`src/rtl/vbi_ins_pkg.sv`:
```
package vbi_ins_pkg;
    localparam int PRE_LEN  = 3;      // FF 00 00 preamble bytes
    localparam int XY_V_BIT = 5;
    localparam int XY_H_BIT = 4;
    localparam int XY_M_BIT = 7;
    localparam logic [7:0] FILL_LUMA   = 8'h10;
    localparam logic [7:0] FILL_CHROMA = 8'h80;

    typedef enum logic [1:0] {
        TAG_HBL  = 2'd0,
        TAG_ACT  = 2'd1,
        TAG_VBI  = 2'd2,
        TAG_CODE = 2'd3
    } tag_e;

    typedef enum logic [1:0] {
        RG_HBLANK = 2'd0,
        RG_ACTIVE = 2'd1,
        RG_VBI    = 2'd2
    } region_e;

    typedef struct packed {
        logic [7:0] l0;
        logic [7:0] l1;
        tag_e       tag;
        logic       odd;
    } slot_t;

    // Keep a byte away from both preamble values.
    function automatic logic [7:0] keep_safe(input logic [7:0] b);
        logic [7:0] r;
        case (b)
            8'h00:   r = 8'h01;
            8'hFF:   r = 8'hFE;
            default: r = b;
        endcase
        return r;
    endfunction
endpackage

```
`src/rtl/vbi_ins_delay.sv`:
```
module vbi_ins_delay
    import vbi_ins_pkg::*;
#(
    parameter int DEPTH = PRE_LEN + 1
) (
    input  logic                  clk,
    input  logic                  rst_n,
    input  slot_t                 in_slot,
    input  logic                  retag,
    output slot_t [DEPTH-1:0]     taps
);
    slot_t [DEPTH-1:0] nxt;

    // When a status byte arrives, the preamble bytes already held
    // are marked as code so they never take payload.
    always_comb begin
        nxt[0] = in_slot;
        for (int i = 1; i < DEPTH; i++) begin
            nxt[i] = taps[i-1];
            if (retag && (i <= PRE_LEN)) begin
                nxt[i].tag = TAG_CODE;
            end
        end
    end

    always_ff @(posedge clk or negedge rst_n) begin
        if (!rst_n) begin
            taps <= '0;
        end else begin
            taps <= nxt;
        end
    end
endmodule

```
`src/rtl/vbi_ins_tracker.sv`:
```
module vbi_ins_tracker
    import vbi_ins_pkg::*;
(
    input  logic       clk,
    input  logic       rst_n,
    input  logic [7:0] cur_byte,
    input  logic [7:0] p0,
    input  logic [7:0] p1,
    input  logic [7:0] p2,
    output tag_e       cur_tag,
    output logic       cur_odd,
    output logic       code_hit,
    output logic       eav_hit,
    output logic       frame_end,
    output region_e    region
);
    region_e region_q, region_d;
    logic    seen_q, seen_d;
    logic    odd_q;
    logic    sav_hit, vflag;

    assign code_hit = (p2 == 8'hFF) && (p1 == 8'h00) && (p0 == 8'h00)
                      && cur_byte[XY_M_BIT];
    assign eav_hit  = code_hit && cur_byte[XY_H_BIT];
    assign sav_hit  = code_hit && !cur_byte[XY_H_BIT];
    assign vflag    = cur_byte[XY_V_BIT];
    assign region   = region_q;

    // State register
    always_ff @(posedge clk or negedge rst_n) begin
        if (!rst_n) begin
            region_q <= RG_HBLANK;
            seen_q   <= 1'b0;
            odd_q    <= 1'b0;
        end else begin
            region_q <= region_d;
            seen_q   <= seen_d;
            odd_q    <= code_hit ? 1'b0 : ~odd_q;
        end
    end

    // Next state and outputs
    always_comb begin
        region_d  = region_q;
        seen_d    = seen_q;
        frame_end = 1'b0;
        cur_odd   = code_hit ? 1'b0 : odd_q;
        unique case (region_q)
            RG_HBLANK: begin
                if (sav_hit) region_d = vflag ? RG_VBI : RG_ACTIVE;
            end
            RG_ACTIVE, RG_VBI: begin
                if (eav_hit)      region_d = RG_HBLANK;
                else if (sav_hit) region_d = vflag ? RG_VBI : RG_ACTIVE;
            end
            default: region_d = RG_HBLANK;
        endcase
        if (sav_hit) begin
            if (vflag) begin
                seen_d = 1'b1;
            end else if (seen_q) begin
                frame_end = 1'b1;
                seen_d    = 1'b0;
            end
        end
        if (code_hit) begin
            cur_tag = TAG_CODE;
        end else begin
            unique case (region_q)
                RG_ACTIVE: cur_tag = TAG_ACT;
                RG_VBI:    cur_tag = TAG_VBI;
                default:   cur_tag = TAG_HBL;
            endcase
        end
    end
endmodule

```
`src/rtl/vbi_inserter.sv`:
```
module vbi_inserter
    import vbi_ins_pkg::*;
#(
    parameter int DUAL_LANE = 1,
    parameter int CNT_W     = 16
) (
    input  logic             clk,
    input  logic             rst_n,
    input  logic             sync_sel,
    input  logic [7:0]       vid_l0_i,
    input  logic [7:0]       vid_l1_i,
    input  logic [7:0]       pay_data_i,
    input  logic             pay_valid_i,
    output logic             pay_ready_o,
    output logic [7:0]       vid_l0_o,
    output logic [7:0]       vid_l1_o,
    output logic [CNT_W-1:0] vbi_count_o
);
    localparam int DEPTH = PRE_LEN + 1;

    slot_t [DEPTH-1:0] taps;
    slot_t             in_slot, tail;
    tag_e              cur_tag;
    region_e           region;
    logic              cur_odd, code_hit, eav_hit, frame_end;
    logic              eff_sel, take;
    logic [7:0]        in_sync, tail_sync, new_sync, fill_byte;
    logic [CNT_W-1:0]  cnt_q, take_ext;

    assign eff_sel = (DUAL_LANE != 0) && sync_sel;
    assign in_sync = eff_sel ? vid_l1_i : vid_l0_i;
    assign in_slot = '{l0: vid_l0_i, l1: vid_l1_i, tag: cur_tag, odd: cur_odd};
    assign tail    = taps[DEPTH-1];

    vbi_ins_tracker u_trk (
        .clk       (clk),
        .rst_n     (rst_n),
        .cur_byte  (in_sync),
        .p0        (eff_sel ? taps[0].l1 : taps[0].l0),
        .p1        (eff_sel ? taps[1].l1 : taps[1].l0),
        .p2        (eff_sel ? taps[2].l1 : taps[2].l0),
        .cur_tag   (cur_tag),
        .cur_odd   (cur_odd),
        .code_hit  (code_hit),
        .eav_hit   (eav_hit),
        .frame_end (frame_end),
        .region    (region)
    );

    vbi_ins_delay #(.DEPTH(DEPTH)) u_dly (
        .clk     (clk),
        .rst_n   (rst_n),
        .in_slot (in_slot),
        .retag   (code_hit),
        .taps    (taps)
    );

    // Output stage: payload / fill on blanking lines, guard before EAV.
    always_comb begin
        tail_sync   = eff_sel ? tail.l1 : tail.l0;
        fill_byte   = (DUAL_LANE != 0) ? (eff_sel ? FILL_CHROMA : FILL_LUMA)
                                       : (tail.odd ? FILL_LUMA : FILL_CHROMA);
        pay_ready_o = (tail.tag == TAG_VBI);
        take        = pay_ready_o && pay_valid_i;
        take_ext    = {{(CNT_W-1){1'b0}}, take};
        if (tail.tag == TAG_VBI) begin
            new_sync = pay_valid_i ? keep_safe(pay_data_i) : fill_byte;
        end else begin
            new_sync = tail_sync;
        end
        if (eav_hit) begin
            new_sync = keep_safe(new_sync);
        end
    end

    always_ff @(posedge clk or negedge rst_n) begin
        if (!rst_n) begin
            vid_l0_o    <= '0;
            vid_l1_o    <= '0;
            cnt_q       <= '0;
            vbi_count_o <= '0;
        end else begin
            vid_l0_o <= eff_sel ? tail.l0 : new_sync;
            vid_l1_o <= eff_sel ? new_sync : tail.l1;
            if (frame_end) begin
                vbi_count_o <= cnt_q + take_ext;
                cnt_q       <= '0;
            end else begin
                cnt_q       <= cnt_q + take_ext;
            end
        end
    end
endmodule

```
`config.mk`:
```
export PLATFORM = sky130hd
export DESIGN_NAME = vbi_inserter
export DESIGN_NICKNAME = d
export VERILOG_FILES = /design/src/rtl/vbi_ins_pkg.sv /design/src/rtl/vbi_ins_delay.sv /design/src/rtl/vbi_ins_tracker.sv /design/src/rtl/vbi_inserter.sv
export SDC_FILE = /design/constraint.sdc
export NUM_CORES = 1
export LEC_CHECK = 0
export BUFFER_PORTS_ARGS = -buffer_cell sky130_fd_sc_hd__buf_2
export CORE_UTILIZATION = 55
export DETAILED_ROUTE_END_ITERATION = 10
export PLACE_DENSITY = 0.8
export SETUP_SLACK_MARGIN = 0.1
export SYNTH_ARGS = -nofsm -noshare
export SYNTH_HDL_FRONTEND = slang
export SYNTH_SLANG_ARGS = --single-unit
```
`constraint.sdc`:
```
create_clock -name clk -period 2.85 [get_ports clk]
set_input_delay 0.285 -clock clk [delete_from_list [all_inputs] [get_ports clk]]
set_output_delay 0.285 -clock clk [all_outputs]
set_load 0.05 [all_outputs]
```
==> results.cfg, run 1 <==
[yosys]
yosysSeqAreaShare_pct = 67.32
synth_enable_flop_cells = 0
ys_ff_latch = 123
synth_xor_area_share_pct = 2.682
yosys_warnings = 0
synth_top_family_by_area = simple AND/OR/NAND/NOR gates
syn-num-nets = 390
synth_ff_type = dfrtp_1
synthSimpleGateAreaFrac_pct = 13.49
avgSynthCellArea_um2 = 12.84
synthAdderAreaFrac_pct = 1.642
ys_types = 42
synthArstFlopShare_pct = 100.0
synthMuxAreaShare_pct = 6.513
syn-instance-count = 356
synthesis.area_mm2 = 0.004572
synth_compound_area_share_pct = 4.844

[timing]
rsz0062_at_grt = no
tns_ns = 0
fmax_mhz = 421.6
fin_ws_ns = 0.4781
period_needed_ns = 2.372
clock_skew_ns = 0.009767
finalHoldViolCount = 0
whs_ns = 0.08199
post-route-period-util_pct = 83.23
relSlewSlack_pct = 49.58
worst_slew_pin_slew_ns = 0.7563
finalSetupViolCount = 0
slew_violations = 0

[final_layout]
nNetsFinal = 485
final_layout_size_suffix_gt1_share_pct = 24.57
final_cell_area_mm2 = 0.005769
final-instance-count-excl-fill = 566
final_core_util_pct = 73.14
area_delta_synth_final_pct = 26.19
diodes = 0

[flow_run]
max_cap_violations = 0

[clock_network]
clk_latency_ns = 0.52
cts_htree_levels = 4
cts_buffers = 17
cts_tree = done
post_cts_resized = 0
cts_sinks = 123
clkTransAtPathRegs_ns = 0.07
ctsRootBufferMaster = clkbuf_8
ctsLongestPathBuffers = 2

[setup_path]
critPathBufInv = 1
startpoint_type = register
reg2regPathDepth = 7
crit_type = reg2reg
slowest_stage = or4_1
crit_chain = or4_1, nor4_1, a32oi_1, nor2_2, and4_1, buf_12, mux2i_1
reg2reg_from = u_dly.taps[26]
path_delay_family = simple AND/OR/NAND/NOR gates
crit_path_max_fanout = 14
r2r_end = vbi_count_o[15]
worstPathArrival_ns = 2.80
required_ns = 3.28
reg2reg_slack_ns = 0.48
slowest_delay_ns = 0.55
crit_path_end_kind = register

[routing]
drt_iter0_markers = 138
drc = 0
via_count = 3078
ant_nets = 0
vias_per_cell = 5.438
routedWlPerCell_um = 16.35
drt-total-wl_um = 9256
drt_pass1_iterations = 5

[hold_path]
holdPathStages = 3
hold_class = in2reg
min_from = pay_data_i[2]
whs_endpoint = vid_l0_o[2]

[placed_design]
placed_cell_area_mm2 = 0.005012
dp_cells = 517
io_buffers = 60
dp_hpwl_um = 5699
gp_congestion = 0.9052
pre_cts_ws_ns = 0.5464

[floorplanning]
dieWidth_um = 93.18
rows = 32
die_area_mm2 = 0.008682
design.core.area_mm2 = 0.007888
ios = 61
initial_core_util_pct = 57.96
die_h_um = 93.18

[power]
p_comb_share_pct = 5.5
pwr_density_cell_mw_per_mm2 = 714.2
p_sw_mw = 1.102
clkPwrFrac_pct = 49.7
cellLeakagePower_nw = 2.774
p_int_mw = 3.019
vdd_drop_max_uv = 548.1
netSwitchingFraction_pct = 26.74
power_mw = 4.120
seqPwrFrac_pct = 44.8

[global_routing]
grt-ovfl-total = 0
grt_max_degree = 64
grt_pass1_vias = 3244
antenna_found_initial = 0
grt_pass1_wl_um = 15530
grt.total_usage_pct = 24.50

[outcome]
status = completed
[cells by family (layout without fill, tap and decap cells)]
logic type,after synthesis,count (layout)
DFF,123,123
xor gates and xnor gates,14,14
and+or+nand+nor,117,117
buffers and inverters,32,140
muxes,29,29
AOI/OAI and AO/OA,35,35
adders and majority gates,6,6
[routing by layer]
metal	wire (um)	share of wire, %	GRT usage [%]
met5	0	0	0
met1	3721	40	29.73
met4	214	2.3	11.28
met3	526	5.7	7.236
met2	4794	52	40.50
[cells in the mapped netlist, types with 3 or more instances]
library cell,n,area (um^2)
a31oi_1,3,18.77
and3_1,4,25.02
nor2_1,26,97.59
nor4_1,8,50.05
dfrtp_1,123,3078
o21ai_0,12,60.06
nand3_1,14,70.07
buf_6,4,45.04
xnor2_1,9,78.83
a21oi_1,5,25.02
or4_1,4,30.03
nand2b_1,4,25.02
ha_1,6,75.07
inv_1,18,67.56
nor2b_1,3,18.77
nand4_1,7,43.79
clkbuf_1,4,15.01
a21o_1,6,45.04
mux2i_1,23,230.2
xor2_1,5,43.79
o31ai_1,4,30.03
nand2_1,28,105.1
mux2_2,4,45.04
or2_1,8,50.05
[power by group through the flow]
stage          Clock [mW]  Combinational [mW]  Sequential [mW]
6_report             2.05               0.228             1.85
5_1_grt              2.15               0.249             1.85
4_1_cts              2.07               0.229             1.85
3_5_place_dp            0               0.209             1.88
3_3_place_gp            0               0.205             1.87
2_1_floorplan           0              0.0570             1.93
[state kept, by name (all words and copies together), names as in the netlist]
signal        count
vbi_count_o      16
u_dly.taps       72
cnt_q            16
vid_l1_o          8
u_trk.seen_q      1
u_trk.region      2
vid_l0_o          8
[repair_timing]
action	4_1_cts	5_1_grt
hold endpoints to repair	76	0
endpoints found under the setup margin	0	0
hold buffers	17	0
setup buffers	0	0
[worst max path at each step]
stage / from / endpoint / slack [ns] / depth (start not counted)
after global routing: u_dly.taps[26] / vbi_count_o[9] / 0.28 / 7
final: u_dly.taps[26] / vbi_count_o[15] / 0.48 / 7
after global placement: u_dly.taps[26] / vbi_count_o[1] / 0.60 / 6
after floorplan: u_dly.taps[58] / vbi_count_o[15] / 0.65 / 12
after detailed placement: u_dly.taps[26] / vbi_count_o[0] / 0.55 / 6
after CTS: u_dly.taps[26] / vbi_count_o[15] / 0.43 / 7
[cells in the final DEF (no fill, tap or decap), types with 12 or more instances in the layout]
master | synthesis | final
nor2_1 | 26 | 26
clkbuf_16 | 0 | 16
dlygate4sd3_1 | 0 | 17
nand2_1 | 28 | 28
nand3_1 | 14 | 14
o21ai_0 | 12 | 12
inv_1 | 18 | 18
dfrtp_1 | 123 | 123
buf_2 | 2 | 59
mux2i_1 | 23 | 23
[cell type report]
| class | count | area, um^2 |
|---|---|---|
| repair buffers | 88 | 568.0 |
| inverters | 20 | 75.07 |
| flip-flops and latches | 123 | 3078 |
| clock inverters | 15 | 172.7 |
| well taps | 102 | 127.6 |
| multi-input cells | 201 | 1334 |
| clock buffers | 17 | 414.1 |
| fillers | 482 | 2118 |
[tightest hold or removal path, delay by kind of cell]
kind	cells	cell delay, ns
AOI/OAI and AO/OA	1	0.06
buffers and inverters	1	0.13
and+or+nand+nor	1	0.09
No activity file was read; power rests on OpenSTA's default activity.
==> run 2: changes to the inputs <==
clock period = 2.4 ns   (was 2.85 ns; I/O delays follow)
==> run 2 against run 1 <==
Against the previous run:
- global-route usage is 1.6 points lower
- register-to-register slack worse by 0.30 ns
- combinational power is 21% higher
- largest power group unchanged
==> results.cfg, run 2 (synthesis gave the netlist of run 1 again) <==
[routing]
routedWlPerCell_um = 15.67
drt_pass1_iterations = 4
drc = 0
vias_per_cell = 5.365
via_count = 3026
drt_iter0_markers = 187
ant_nets = 0
drt-total-wl_um = 8836

[timing]
period_needed_ns = 2.221
clock_skew_ns = 0.01250
fmax_mhz = 450.3
post-route-period-util_pct = 92.54
relSlewSlack_pct = 57.98
slew_violations = 0
finalHoldViolCount = 0
worst_slew_pin_slew_ns = 0.6303
rsz0062_at_grt = no
finalSetupViolCount = 0
tns_ns = 0

[final_layout]
diodes = 0
largest_reg_flops = 72
final-instance-count-excl-fill = 564
largestRegisters = u_dly.taps (72), cnt_q (16), vbi_count_o (16)
regMostFlops = u_dly.taps
nNetsFinal = 484
mostFrequentLayoutCells = dfrtp_1 (123), buf_2 (59), nand2_1 (28), nor2_1 (24), mux2i_1 (23)
final_common_cell = dfrtp_1
final_layout_size_suffix_gt1_share_pct = 24.89
area_delta_synth_final_pct = 26.49

[clock_network]
ctsLongestPathBuffers = 2
cts_buffers = 17
ctsRootBufferMaster = clkbuf_8
clk_latency_ns = 0.52
cts_sinks = 123
cts_tree = done
clkTransAtPathRegs_ns = 0.06
cts_htree_levels = 4

[setup_path]
crit_path_end_kind = register
required_ns = 2.82
crit_type = reg2reg
crit_path_max_fanout = 4
critPathBufInv = 0
reg2reg_from = u_dly.taps[34]
r2r_end = vid_l0_o[0]
reg2reg_slack_ns = 0.18
worstPathArrival_ns = 2.64
slowest_stage = or4_4
path_delay_family = simple AND/OR/NAND/NOR gates
startpoint_type = register
reg2regPathDepth = 6
crit_chain = or4_4, nor2_2, nand3_1, a21o_1, or4_1, a31oi_1
slowest_delay_ns = 0.54

[floorplanning]
dieWidth_um = 93.18
initial_core_util_pct = 57.96
rows = 32
ios = 61
design.core.area_mm2 = 0.007888
die_h_um = 93.18
die_area_mm2 = 0.008682

[placed_design]
dp_hpwl_um = 5413
io_buffers = 60
dp_cells = 514
gp_congestion = 0.9004

[global_routing]
grt-ovfl-total = 0
grt_pass1_vias = 3095
grt.total_usage_pct = 22.89
use_met1_pct = 28.04
grt_pass1_wl_um = 14490
grt_max_degree = 124
grt_util_met3_pct = 8.293
antenna_found_initial = 0
top_usage_layer = met2
grt_util_met2_pct = 36.46

[hold_path]
hold_class = in2reg
holdPathStages = 3
min_from = pay_data_i[2]
whs_endpoint = vid_l0_o[2]

[power]
power_mw = 4.773
pwr_density_cell_mw_per_mm2 = 825.3
cellLeakagePower_nw = 2.753
vdd_drop_max_uv = 596.4

[outcome]
status = completed

[flow_run]
max_cap_violations = 0
-- run 2: cell count changes in the layout (fill, tap and decap cells not counted), moves of 2 or more --
cell        change
clkinv_8        -4
clkinvlp_4      +4
buf_12          +2
nor2_1          -2
inv_8           -5
nor2_2          +2
buf_4           -5
-- run 2: per-stage QoR --
| stage | setup slack (ns) | hold WS (ns) | util, % | cell area [um^2] |
|---|---|---|---|---|
| finish | 0.1791 | 0.03366 | 73.32 | 5783 |
| global route | 0.06804 | 0.03420 | 73.32 | 5783 |
| CTS | 0.1061 | 0.01062 | 72.68 | 5733 |
| detailed placement | 0.1553 | 0.3493 | 63.58 | 5015 |
| global placement | 0.2392 | 0.3476 | 63.58 | 5015 |
| floorplan | 0.1997 | -0.05559 | - | 4572 |
-- run 2: where the power goes --
part	total [mW]	switching, mW	internal, mW
registers	2.19	0.0418	2.15
logic	0.275	0.185	0.0894
clock network	2.31	0.905	1.40
-- run 2: area by class of cell --
type                       count  area (um^2)
sequential                   123         3078
fill                         483         2105
multi-input combinational    201         1348
timing repair buffer          87        606.8
clock buffer                  19        431.7
tap                          102        127.6
clock inverter                12        116.4
inverter                      20        75.07
-- run 2: worst max path at each step --
stage	from	end	slack [ns]	cells after the start
global route	u_dly.taps[26]	vid_l0_o[0]	0.07	6
floorplan	u_dly.taps[58]	vbi_count_o[15]	0.20	12
detailed placement	u_dly.taps[26]	vbi_count_o[8]	0.16	8
CTS	u_dly.taps[26]	vbi_count_o[8]	0.11	8
global placement	u_dly.taps[26]	vbi_count_o[0]	0.24	7
finish	u_dly.taps[34]	vid_l0_o[0]	0.18	6
-- run 2: metal layers --
layer,vias up,part of all wire [%]
met5,-,0
met4,0,1.7
met3,19,6.1
met2,122,51
met1,1477,41
li1,1408,-
-- run 2: worst register-to-register path, cell delays in order (launching register included) --
cell     delay, ns
dfrtp_1       0.39
or4_4         0.54
nor2_2        0.13
nand3_1       0.10
a21o_1        0.24
or4_1         0.52
a31oi_1       0.21
-- run 2: what timing repair did --
action,CTS,global route
resized for setup,0,6
hold endpoints to repair,139,0
hold buffers,17,0
buffers inserted,0,1
endpoints found under the setup margin,0,11
